[src/rtl/sdr_burst_pkg.sv]
package sdr_burst_pkg;

  typedef enum logic [1:0] {
    CMD_NOP   = 2'b00,
    CMD_ACTV  = 2'b01,
    CMD_READA = 2'b10
  } cmdE;

  typedef enum logic [2:0] {
    ST_IDLE,
    ST_ACT,
    ST_RCDW,
    ST_RD,
    ST_CASW,
    ST_DATA,
    ST_PRE,
    ST_DONE
  } seqStateE;

  // strobes from the sequencer to the address path
  typedef struct packed {
    logic load;
    logic step;
  } dpStrobeT;

endpackage

[src/rtl/sdr_burst_addr.sv]
module sdr_burst_addr
  import sdr_burst_pkg::*;
#(
  parameter int ROW_W      = 12,
  parameter int COL_W      = 9,
  parameter int DATA_W     = 16,
  parameter int LINE_BYTES = 16,
  parameter int SKIP_BYTES = 4
) (
  input  logic                     clk,
  input  logic                     rstN,
  input  dpStrobeT                 strobe,
  input  logic [ROW_W+COL_W-1:0]   lineAddr,
  input  logic                     fillMode,
  output logic [ROW_W-1:0]         rowAddr,
  output logic [COL_W-1:0]         colAddr
);

  localparam int BYTE_W     = $clog2(DATA_W / 8);
  localparam int LINE_OFS_W = $clog2(LINE_BYTES);
  localparam int BEAT_W     = LINE_OFS_W - BYTE_W;
  localparam int BASE_W     = COL_W - LINE_OFS_W;
  localparam int SKIP_BEATS = SKIP_BYTES / (DATA_W / 8);

  logic [ROW_W-1:0]  rowQ;
  logic [BASE_W-1:0] baseQ;
  logic [BEAT_W-1:0] beatQ;
  logic [BEAT_W-1:0] missBeat;
  logic [BEAT_W-1:0] startBeat;
  logic              unusedByteBits;

  assign missBeat       = lineAddr[LINE_OFS_W-1:BYTE_W];
  assign unusedByteBits = ^lineAddr[BYTE_W-1:0];

  // fill resumes past the missed word; DMA runs from the line base
  assign startBeat = fillMode ? BEAT_W'(missBeat + BEAT_W'(SKIP_BEATS))
                              : '0;

  always_ff @(posedge clk) begin
    if (!rstN) begin
      rowQ  <= '0;
      baseQ <= '0;
      beatQ <= '0;
    end else if (strobe.load) begin
      rowQ  <= lineAddr[ROW_W+COL_W-1:COL_W];
      baseQ <= lineAddr[COL_W-1:LINE_OFS_W];
      beatQ <= startBeat;
    end else if (strobe.step) begin
      beatQ <= beatQ + 1'b1;
    end
  end

  assign rowAddr = rowQ;
  assign colAddr = {baseQ, beatQ, {BYTE_W{1'b0}}};

endmodule

[src/rtl/sdr_burst_ctrl.sv]
module sdr_burst_ctrl
  import sdr_burst_pkg::*;
#(
  parameter int BEATS = 8
) (
  input  logic       clk,
  input  logic       rstN,
  input  logic       startReq,
  input  logic       csSel,
  input  logic       rcdSel,
  input  logic [1:0] casLatA,
  input  logic [1:0] casLatB,
  input  logic       trpSel,
  output dpStrobeT   strobe,
  output cmdE        cmd,
  output logic       busStart,
  output logic       dataStrobe,
  output logic       done
);

  localparam int CNT_W = ($clog2(BEATS) < 3) ? 3 : $clog2(BEATS);

  seqStateE          stateQ, stateD;
  logic [CNT_W-1:0]  cntQ, cntD;
  logic              rcdQ;
  logic [1:0]        clQ;      // latency minus one
  logic [1:0]        tapQ;     // precharge-wait cycles
  logic              accept;
  logic [1:0]        clSel;
  logic [1:0]        tapSel;

  assign accept = (stateQ == ST_IDLE) && startReq;
  assign clSel  = csSel ? casLatB : casLatA;

  always_comb begin
    if (clSel == 2'd0) tapSel = trpSel ? 2'd2 : 2'd1;
    else               tapSel = trpSel ? 2'd1 : 2'd0;
  end

  always_ff @(posedge clk) begin
    if (!rstN) begin
      rcdQ <= 1'b0;
      clQ  <= '0;
      tapQ <= '0;
    end else if (accept) begin
      rcdQ <= rcdSel;
      clQ  <= clSel;
      tapQ <= tapSel;
    end
  end

  always_comb begin
    stateD = stateQ;
    cntD   = cntQ;
    unique case (stateQ)
      ST_IDLE: if (startReq) stateD = ST_ACT;
      ST_ACT:  stateD = rcdQ ? ST_RCDW : ST_RD;
      ST_RCDW: stateD = ST_RD;
      ST_RD: begin
        if (clQ == 2'd0) begin
          stateD = ST_DATA;
          cntD   = '0;
        end else begin
          stateD = ST_CASW;
          cntD   = CNT_W'(clQ);
        end
      end
      ST_CASW: begin
        if (cntQ == CNT_W'(1)) begin
          stateD = ST_DATA;
          cntD   = '0;
        end else begin
          cntD = cntQ - 1'b1;
        end
      end
      ST_DATA: begin
        if (cntQ == CNT_W'(BEATS - 1)) begin
          if (tapQ == 2'd0) begin
            stateD = ST_DONE;
          end else begin
            stateD = ST_PRE;
            cntD   = CNT_W'(tapQ);
          end
        end else begin
          cntD = cntQ + 1'b1;
        end
      end
      ST_PRE: begin
        if (cntQ == CNT_W'(1)) stateD = ST_DONE;
        else                   cntD   = cntQ - 1'b1;
      end
      ST_DONE: stateD = ST_IDLE;
      default: stateD = ST_IDLE;
    endcase
  end

  always_ff @(posedge clk) begin
    if (!rstN) begin
      stateQ <= ST_IDLE;
      cntQ   <= '0;
    end else begin
      stateQ <= stateD;
      cntQ   <= cntD;
    end
  end

  always_comb begin
    unique case (stateQ)
      ST_ACT:  cmd = CMD_ACTV;
      ST_RD:   cmd = CMD_READA;
      default: cmd = CMD_NOP;
    endcase
  end

  assign dataStrobe  = (stateQ == ST_DATA);
  assign busStart    = (stateQ == ST_DATA);
  assign done        = (stateQ == ST_DONE);
  assign strobe.load = accept;
  assign strobe.step = (stateQ == ST_DATA);

endmodule

[src/rtl/sdr_burst_seq.sv]
module sdr_burst_seq
  import sdr_burst_pkg::*;
#(
  parameter int ROW_W      = 12,
  parameter int COL_W      = 9,
  parameter int DATA_W     = 16,
  parameter int LINE_BYTES = 16,
  parameter int SKIP_BYTES = 4
) (
  input  logic                   clk,
  input  logic                   rstN,
  input  logic                   startReq,
  input  logic [ROW_W+COL_W-1:0] lineAddr,
  input  logic                   fillMode,
  input  logic                   csSel,
  input  logic                   rcdSel,
  input  logic [1:0]             casLatA,
  input  logic [1:0]             casLatB,
  input  logic                   trpSel,
  output logic [1:0]             cmd,
  output logic [ROW_W-1:0]       rowAddr,
  output logic [COL_W-1:0]       colAddr,
  output logic                   busStart,
  output logic                   dataStrobe,
  output logic                   done
);

  localparam int BEATS = LINE_BYTES / (DATA_W / 8);

  dpStrobeT strobe;
  cmdE      cmdInt;

  sdr_burst_ctrl #(.BEATS(BEATS)) u_ctrl (
    .clk        (clk),
    .rstN       (rstN),
    .startReq   (startReq),
    .csSel      (csSel),
    .rcdSel     (rcdSel),
    .casLatA    (casLatA),
    .casLatB    (casLatB),
    .trpSel     (trpSel),
    .strobe     (strobe),
    .cmd        (cmdInt),
    .busStart   (busStart),
    .dataStrobe (dataStrobe),
    .done       (done)
  );

  sdr_burst_addr #(
    .ROW_W      (ROW_W),
    .COL_W      (COL_W),
    .DATA_W     (DATA_W),
    .LINE_BYTES (LINE_BYTES),
    .SKIP_BYTES (SKIP_BYTES)
  ) u_addr (
    .clk      (clk),
    .rstN     (rstN),
    .strobe   (strobe),
    .lineAddr (lineAddr),
    .fillMode (fillMode),
    .rowAddr  (rowAddr),
    .colAddr  (colAddr)
  );

  assign cmd = cmdInt;

endmodule

[config.mk]
export PLATFORM = sky130hd
export DESIGN_NAME = sdr_burst_seq
export DESIGN_NICKNAME = d
export VERILOG_FILES = /design/src/rtl/sdr_burst_pkg.sv /design/src/rtl/sdr_burst_addr.sv /design/src/rtl/sdr_burst_ctrl.sv /design/src/rtl/sdr_burst_seq.sv
export SDC_FILE = /design/constraint.sdc
export NUM_CORES = 1
export LEC_CHECK = 0
export ABC_CLOCK_PERIOD_IN_PS = 1900
export BUFFER_PORTS_ARGS = -buffer_cell sky130_fd_sc_hd__buf_2
export CAP_MARGIN = 10
export CORE_MARGIN = 5
export CORE_UTILIZATION = 40
export CTS_BUF_LIST = sky130_fd_sc_hd__clkbuf_16
export CTS_CLUSTER_DIAMETER = 40
export CTS_CLUSTER_SIZE = 14
export DETAILED_ROUTE_END_ITERATION = 7
export PLACE_DENSITY = 0.77
export REMOVE_ABC_BUFFERS = 1
export SLEW_MARGIN = 15
export SYNTH_ARGS = -nofsm -noshare
export SYNTH_HDL_FRONTEND = slang
export SYNTH_SLANG_ARGS = --single-unit
[constraint.sdc]
create_clock -name clk -period 1.9 [get_ports clk]
set_clock_uncertainty 0.15 [all_clocks]
set_input_delay 0.095 -clock clk [delete_from_list [all_inputs] [get_ports clk]]
set_output_delay 0.095 -clock clk [all_outputs]
set_load 0.005 [all_outputs]
# --- Word-level counts from Yosys, hierarchy flattened ---
# Index checks and enable logic that the tools add are counted.
word_totals:
  ff_bits: 31
  latchBits: 0
  ram_bits: 0
  mem_bits_ro: 0
  in_bits: 32
  out_inout_bits: 26
  elab_cells: 58
  mem_count: 0
op_classes:
  addsub: 4
  multipliers: 0
  div: 0
  order_cmp: 0
  n_eq_ne: 15
  shifts: 0
  mux: 22
  bitwise_logic: 0
  n_reduce_logical: 9
op_table:
  columns: ["cell", "count"]
  rows:
  - ["$mux 3", 11]
  - ["$pmux 3 s8", 1]
  - ["$eq 3x3->1 const B", 5]
  - ["$pmux 3 s4", 1]
  - ["$mux 2", 4]
  - ["$add 3x1->3 const B", 2]
  - ["$eq 3x1->1 const B", 2]
  - ["$eq 3x2->1 const B", 2]
  - ["$logic_not 2->1", 3]
  - ["$ne 2x1->1 const B", 3]
  - ["$mux 1", 4]
  - ["$ne 2x2->1 const B", 2]
  - ["$pmux 2 s2", 1]
  - ["$reduce_and 4->1", 1]
  - ["$reduce_bool 4->1", 1]
  - ["$add 3x2->3 const B", 1]
  - ["$logic_not 3->1", 1]
  - ["$ne 3x3->1 const B", 1]
  - ["$reduce_and 3->1", 1]
  - ["$sub 3x1->3 const B", 1]
  - ["$reduce_bool 2->1", 1]
  - ["$logic_and 1x1->1", 1]

# --- Logic depth before layout (Yosys ltp) ---
# Gate-level depths: netlist (run 1).
depth:
  ltp_word: 4
  depth_mapped: 7

# --- Cells and area by module ---
# A second synthesis (run 1) with hierarchy kept.
hier_totals:
  cells_unflattened: 171
  area_unflattened_um2: 1639.1
modules_own_cells:
  columns: ["module", "instances", "cells_each", "area_each_um2"]
  rows:
  - ["sdr_burst_addr", 1, 76, 835.8]
  - ["sdr_burst_ctrl", 1, 95, 803.3]

# --- Worst setup path before layout (run 1) ---
# Ideal clock, no wire load.
synth_timing:
  path_kind: "register -> register"
  start: "reg u_ctrl.cntQ[0]"
  end: "reg u_ctrl.cntQ[1]"
  arrival_ns: 1.557
  path_slack_ns: 0.126
  path_stages_with_launch: 8
  path_buffers: 0
  path_cell_list: "dfxtp_1 > ha_1 > ha_1 > and2_1 > a211oi_1 > a221o_1 > a211o_1 > a21oi_2"
synth_via:
  elab_chain_cells: 3
synth_rtl:
  columns: ["element", "line", "source"]
  rows:
  - ["from (decl)", "sdr_burst_ctrl.sv:24", "logic [CNT_W-1:0] cntQ, cntD;"]
  - ["from (signal assigned)", "sdr_burst_ctrl.sv:103", "cntQ <= cntD;"]
  - ["$sub 3x1->3, or another cell as far along", "sdr_burst_ctrl.sv:73, sdr_burst_ctrl.sv:90", null]
  - ["$mux 3, or another cell as far along", "sdr_burst_ctrl.sv:89", "if (cntQ == CNT_W'(1)) stateD = ST_DONE;"]
  - ["$pmux 3 s4 or $reduce_and 3->1 (tied branches)", null, null]
# Several ways; a longest one is shown, not always the timed one. The select of a mux whose other input is x is not followed.
# A chain may end at the register's enable or synchronous reset.

# --- Final worst setup path (run 1) ---
# Ends and elaborated chain as after synthesis.

==> key figures, run 1 <==
Status
  – Outcome: complete, no violations

Route
  – Pre-antenna DRT Iters: 4
  – Vias per cell: 4.811
  – ANT nets after route: 0
  – WL/cell: 12.44 µm
  – DR vias: 1554
  – Iteration-0 DRC Markers: 72
  – DRT Wirelength: 4.018 mm
  – # DRC: 0

Final layout
  – Area Growth Syn to Fin: 46.91%
  – Antenna cells: 0
  – Nets: 312
  – Ratio of cells with drive above 1 in the final layout: 28.36%

Placement
  – DP HPWL: 2.596 mm
  – IO Port Bufs: 55
  – RePlAce Congestion: 0.8491

Power
  – Switch share: 28.61%
  – Internal Power: 1441 µW
  – Power density cells: 918.1 nW/µm²
  – Combinational Power Share: 24.4%
  – Max VDD drop: 662.6 µV
  – Flop pwr share: 39.0%
  – Switching power: 577.5 µW
  – Leak Pwr: 0.001005 µW
  – Clock network power share: 36.6%

Setup path
  – Data required, critical path: 1960 ps
  – WP buf/inv: 1
  – Worst setup EP type: register
  – Crit path from: u_ctrl.cntQ[0]$_SDFFE_PN0P_
  – R2r startpoint: u_ctrl.cntQ[0]$_SDFFE_PN0P_
  – Critical Path Start Type: register
  – Kind of critical path: reg2reg
  – Crit path max fanout: 5
  – Critical Path, Cell by Cell: ha_1, ha_2, inv_1, a211oi_1, a221o_1, a211o_1, a21oi_2
  – R2r setup slk: 110 ps
  – Crit path max-delay cell type: dfxtp_4
  – Worst Path Arrival: 1850 ps
  – CP delay by family, top: compound AO/OA/AOI/OAI gates
  – Slowest stage delay, CP: 350 ps

Global route
  – Grt ovf: 0
  – Initial antenna violation count: 0
  – Pin count of the biggest net entering global routing: 30
  – First-pass GRT wire length: 6.872 mm
  – Vias in the first global route: 1532
  – GRT Total Usage: 16.98%

Floorplan
  – # IOs: 58
  – Initial core utilization: 41.18%
  – Row count: 22
  – Die Y: 71.17 µm
  – CORE AREA: 3633 µm²
  – Die Area: 5064 µm²
  – Die X: 71.17 µm

Yosys
  – Share of the synthesized area in the top cell type: 41.47%
  – Yosys warning total: 0
  – Synthesized netlist cell count: 195
  – Post-Syn Area: 1496 µm²
  – Distinct cells, synth: 37
  – FF+latch count, synth: 31
  – Post-synthesis sequential area ratio: 41.47%
  – Yosys top cell by area: dfxtp_1
  – Synth top area cells: dfxtp_1 41%, nand2_1 12%, a21oi_1 9.7%, ha_1 5.0%, nor2_1 3.8%
  – Mean area per synthesized cell: 7.674 µm²

CTS
  – Max Root-Sink Buffers: 2
  – TritonCTS clock tree: done
  – Clock buffer count from CTS: 5
  – H-tree Lvls: 2
  – Clock latency on the worst-skew pair: 270 ps
  – Sink Count: 31
  – Clk slew on worst S/H paths: 50 ps
  – CTS root buf: clkbuf_16
  – # Post-CTS Setup Buffers: 0

Hold path
  – HP Class: in2reg
  – Hold_sp: casLatA[1]

Timing
  – Achievable Freq: 0.5596 GHz
  – Fin crit share: 94.04%
  – RSZ-0062 raised after global routing: false
  – Final hold vios: 0
  – Tmin final: 1787 ps
  – Slew Viols, Final: 0
  – Setup TNS: 0 ps
  – Hold_ws: 26.33 ps
  – Final Setup Violations: 0

Flow run
  – Max-cap violations: 0
worst paths after layout:
check	endpoint	depth (start not counted)
min reg2reg	u_addr.baseQ[4]$_SDFFE_PN0P_	2
max reg2reg	u_ctrl.cntQ[1]$_SDFFE_PN0P_	7
max	u_ctrl.cntQ[1]$_SDFFE_PN0P_	7
min	u_ctrl.clQ[1]$_SDFFE_PN0P_	3
metal layers:
layer,vias up,track usage [%],routed length (µm)
li1,808,-,-
met1,688,19.57,1666
met2,46,28.57,1995
met3,12,4.261,235
met4,0,9.186,120
met5,-,0,0
metrics by stage:
step | area (µm²) | total power (µW) | instances | utilization [%] | setup WS [ps]
global route | 2198 | 2142 | 323 | 60.50 | 27.00
floorplan | 1420 | 1043 | 181 | - | 63.62
global placement | 1843 | 1243 | 294 | 50.72 | 69.41
detailed placement | 1843 | 1252 | 294 | 50.72 | 29.42
CTS | 2191 | 2029 | 323 | 60.30 | 7.293
finish | 2198 | 2018 | 323 | 60.50 | 113.2
Yosys cell counts, drive strengths merged:
master	number
o31ai	1
nor2b	4
clkbuf	6
a31oi	2
a211oi	4
nand3	3
o22ai	1
nor3b	1
nor2	15
nor3	1
ha	6
conb	1
and3	2
inv	5
and2b	1
nand2	49
a221oi	1
or2b	1
xor2	2
and2	4
mux2i	3
a221o	2
o21ai	6
nor4	1
o2bb2ai	1
buf	8
dfxtp	31
a21oi	30
a211o	1
o21a	1
nand2b	1
flip-flops by register name, indices dropped and copies added (netlist names):
register,cells
u_addr.rowAddr,12
u_addr.baseQ,5
u_addr.beatQ,3
u_ctrl.cntQ,3
u_ctrl.stateQ,3
u_ctrl.clQ,2
u_ctrl.tapQ,2
u_ctrl.rcdQ,1
cells in the final DEF, fill, tap and decap left out, drive strengths merged, types with 2 or more instances in the layout:
master	instances
a211oi	4
a21oi	30
a221o	2
a31oi	2
and2	4
and3	2
buf	65
clkbuf	5
dfxtp	31
dlygate4sd3	21
ha	6
inv	7
mux2i	3
nand2	49
nand3	3
nor2	15
nor2b	4
o21ai	6
xor2	2
cells by family (layout without fill, tap and decap cells):
| logic type | Yosys count | after routing | share of synthesized area, % |
|---|---|---|---|
| flops | 31 | 31 | 41.47 |
| other cells | 1 | 1 | 0.2506 |
| fa+ha+maj | 6 | 6 | 5.017 |
| compound gates | 50 | 50 | 19.65 |
| buf+inv | 19 | 99 | 6.354 |
| simple gates | 83 | 83 | 24.08 |
| xor+xnor | 2 | 2 | 1.171 |
| mux | 3 | 3 | 2.007 |
power groups by stage:
stage	Combinational [µW]	Clock, µW	Sequential (µW)
final	492	739	787
after global placement	450	0	793
after CTS	491	753	784
after floorplan	247	0	796
after detailed placement	456	0	797
after global routing	558	785	799
tightest hold or removal path, stage by stage:
cell and delay [ps]:
buf_2 110, mux2i_1 120, a211oi_1 80
what timing repair did:
action,CTS,global route
setup endpoints to repair,0,2
resized for setup,0,5
hold buffers,21,0
hold endpoints to repair,21,0
area by class of cell:
class | instances | area [µm²]
clock buffers | 5 | 125.1
multi-input cells | 145 | 783.3
well taps | 48 | 60.06
fillers | 334 | 1435
inverters | 5 | 18.77
clock inverters | 3 | 12.51
flip-flops and latches | 31 | 625.6
repair buffers | 86 | 573.1
No activity file was read; power rests on OpenSTA's default activity.
==> run 2: changes to the inputs <==
--- a/config.mk
+++ b/config.mk
@@ -14,7 +14,7 @@
 export CTS_CLUSTER_DIAMETER = 40
 export CTS_CLUSTER_SIZE = 14
 export DETAILED_ROUTE_END_ITERATION = 7
-export PLACE_DENSITY = 0.77
+export PLACE_DENSITY = 0.67
 export REMOVE_ABC_BUFFERS = 1
 export SLEW_MARGIN = 15
 export SYNTH_ARGS = -nofsm -noshare
==> run 2 against run 1 <==
Highest routed layer unchanged. Cell count did not move. Non-clock buffer count did not move. Setup slack is essentially flat. Clock-buffer cell count did not move. Sequential power is essentially flat. Critical endpoint unchanged. Largest power group unchanged. Total power down 0.62%.
==> key figures, run 2 (synthesized netlist as in run 1, its figures left out) <==
Status
  – Outcome: complete, no violations

Global route
  – Pin count of the biggest net entering global routing: 30 (unchanged)
  – Vias in the first global route: 1537 (+0.33%)
  – First-pass GRT wire length: 6.568 mm (-4.4%)
  – Grt ovf: 0 (unchanged)
  – Initial antenna violation count: 0 (unchanged)
  – GRT Total Usage: 16.13% (-0.85 points)

Placement
  – DP HPWL: 2.529 mm (-2.6%)
  – Placed Area: 1856 µm² (+0.68%)
  – RePlAce Congestion: 0.8252 (-2.8%)
  – IO Port Bufs: 55 (unchanged)
  – Dpl cells: 294 (unchanged)

CTS
  – TritonCTS clock tree: done
  – Sink Count: 31 (unchanged)
  – # Post-CTS Setup Buffers: 0 (unchanged)
  – Clock buffer count from CTS: 5 (unchanged)
  – Clock latency on the worst-skew pair: 270 ps (about the same)
  – Max Root-Sink Buffers: 2 (unchanged)
  – CTS root buf: clkbuf_16
  – H-tree Lvls: 2 (unchanged)
  – Clk slew on worst S/H paths: 50 ps (about the same)

Floorplan
  – Die Area: 5064 µm² (unchanged)
  – Row count: 22 (unchanged)
  – Die X: 71.17 µm (unchanged)
  – Die Y: 71.17 µm (unchanged)
  – Initial core utilization: 41.18% (unchanged)
  – CORE AREA: 3633 µm² (unchanged)
  – # IOs: 58 (unchanged)

Timing
  – Final Setup Violations: 0 (unchanged)
  – Achievable Freq: 0.5598 GHz (about the same)
  – RSZ-0062 raised after global routing: false
  – Final hold vios: 0 (unchanged)
  – Slew Viols, Final: 0 (unchanged)
  – Setup TNS: 0 ps (unchanged)
  – Tmin final: 1786 ps (-0.4770 ps)
  – Hold_ws: 27.50 ps (+1.170 ps)
  – Fin crit share: 94.02% (about the same)

Final layout
  – Nets: 312 (unchanged)
  – Ratio of cells with drive above 1 in the final layout: 28.36% (unchanged)
  – Antenna cells: 0 (unchanged)
  – Final cell count without fillers: 323 (unchanged)
  – Post-Layout Inst Area: 2218 µm² (+0.91%)
  – Most common cell after layout, fill and taps aside: buf_2
  – Area Growth Syn to Fin: 48.24%
  – Most frequent cells in the layout: 55 x buf_2, 49 x nand2_1, 29 x a21oi_1, 28 x dfxtp_1, 21 x dlygate4sd3_1
  – Core Util, Final: 61.05% (+0.55 points)
  – Max reg flops: 12 (unchanged)

Route
  – Iteration-0 DRC Markers: 82 (+14%)
  – WL/cell: 11.77 µm (-5.4%)
  – Pre-antenna DRT Iters: 4 (unchanged)
  – ANT nets after route: 0 (unchanged)
  – # DRC: 0 (unchanged)
  – DR vias: 1564 (+0.64%)
  – Vias per cell: 4.842 (+0.64%)
  – DRT Wirelength: 3.803 mm (-5.4%)

Setup path
  – R2r startpoint: u_ctrl.cntQ[0]$_SDFFE_PN0P_
  – R2r setup slk: 110 ps (about the same)
  – Cell count of the worst reg-to-reg path: 7 (unchanged)
  – Crit path from: u_ctrl.cntQ[0]$_SDFFE_PN0P_
  – Worst Setup EP: u_ctrl.cntQ[1]$_SDFFE_PN0P_
  – Crit path max fanout: 6 (+1)
  – Data required, critical path: 1950 ps (about the same)
  – Worst Path Arrival: 1840 ps (about the same)
  – Kind of critical path: reg2reg
  – Worst setup EP type: register
  – R2r endpoint: u_ctrl.cntQ[1]$_SDFFE_PN0P_
  – Critical Path Start Type: register

Power
  – Leak Pwr: 0.001004 µW (about the same)
  – Power density cells: 904.2 nW/µm² (-1.5%)
  – Max VDD drop: 662.8 µV (about the same)

Hold path
  – WHS Path Cells: 3 (unchanged)
  – HP Class: in2reg

Flow run
  – Max-cap violations: 0 (unchanged)
run 2: changes by cell type in the layout (fill, tap and decap cells not counted):
cell / previous run / this run
ha_4: 0 / 1
dfxtp_1: 29 / 28
clkinv_2: 1 / 0
clkinv_1: 0 / 2
dfxtp_4: 1 / 0
ha_2: 1 / 0
buf_4: 9 / 8
buf_12: 1 / 2
dfxtp_2: 1 / 3
inv_1: 6 / 5
run 2: power breakdown:
group,leakage [µW],switching [µW],internal [µW]
Sequential,0.000255,63.3,724
Clock,0.0000701,246,468
Combinational,0.000679,246,258
Total,0.00100,556,1450
run 2: worst min-delay path by stage:
stage,startpoint,end,slack (ps)
after floorplan,rstN,u_ctrl.stateQ[2]$_SDFFE_PN0P_,60
after global placement,rstN,u_ctrl.stateQ[2]$_SDFFE_PN0P_,180
after detailed placement,rstN,u_ctrl.stateQ[2]$_SDFFE_PN0P_,190
after CTS,casLatA[1],u_ctrl.clQ[1]$_SDFFE_PN0P_,30
after global routing,casLatA[1],u_ctrl.clQ[1]$_SDFFE_PN0P_,50
final,casLatA[1],u_ctrl.clQ[1]$_SDFFE_PN0P_,30
run 2: through the flow:
stage	power (µW)	setup WS, ps
after floorplan	1043	63.62
after global placement	1262	41.56
after detailed placement	1266	35.41
after CTS	2021	8.390
after global routing	2139	7.544
final	2006	113.6
run 2: cell type report:
class / count / area, µm²
Multi-Input combinational cell: 145 / 793.3
Clock buffer: 5 / 125.1
Inverter: 5 / 18.77
Timing Repair Buffer: 86 / 585.6
Sequential cell: 31 / 624.3
Tap cell: 48 / 60.06
Clock inverter: 3 / 11.26
Fill cell: 339 / 1415
run 2: per-layer routing:
metal	track usage, %	wire length, µm	up-vias
li1	-	-	809
met1	17.84	1628	709
met2	28.06	1854	40
met3	6.534	275	6
met4	5.010	44	0
met5	0	0	-
run 2: worst max-delay path, stage by stage, from the launching register on:
cell	delay (ps)
dfxtp_2	360
ha_1	210
ha_4	170
and2_1	130
a211oi_1	40
a221o_1	260
a211o_1	270
a21oi_2	120
run 2: what timing repair did:
action,in CTS,in global routing
hold buffers,21,0
endpoints found under the hold margin,21,0
resized for setup,0,6
setup endpoints to repair,0,3
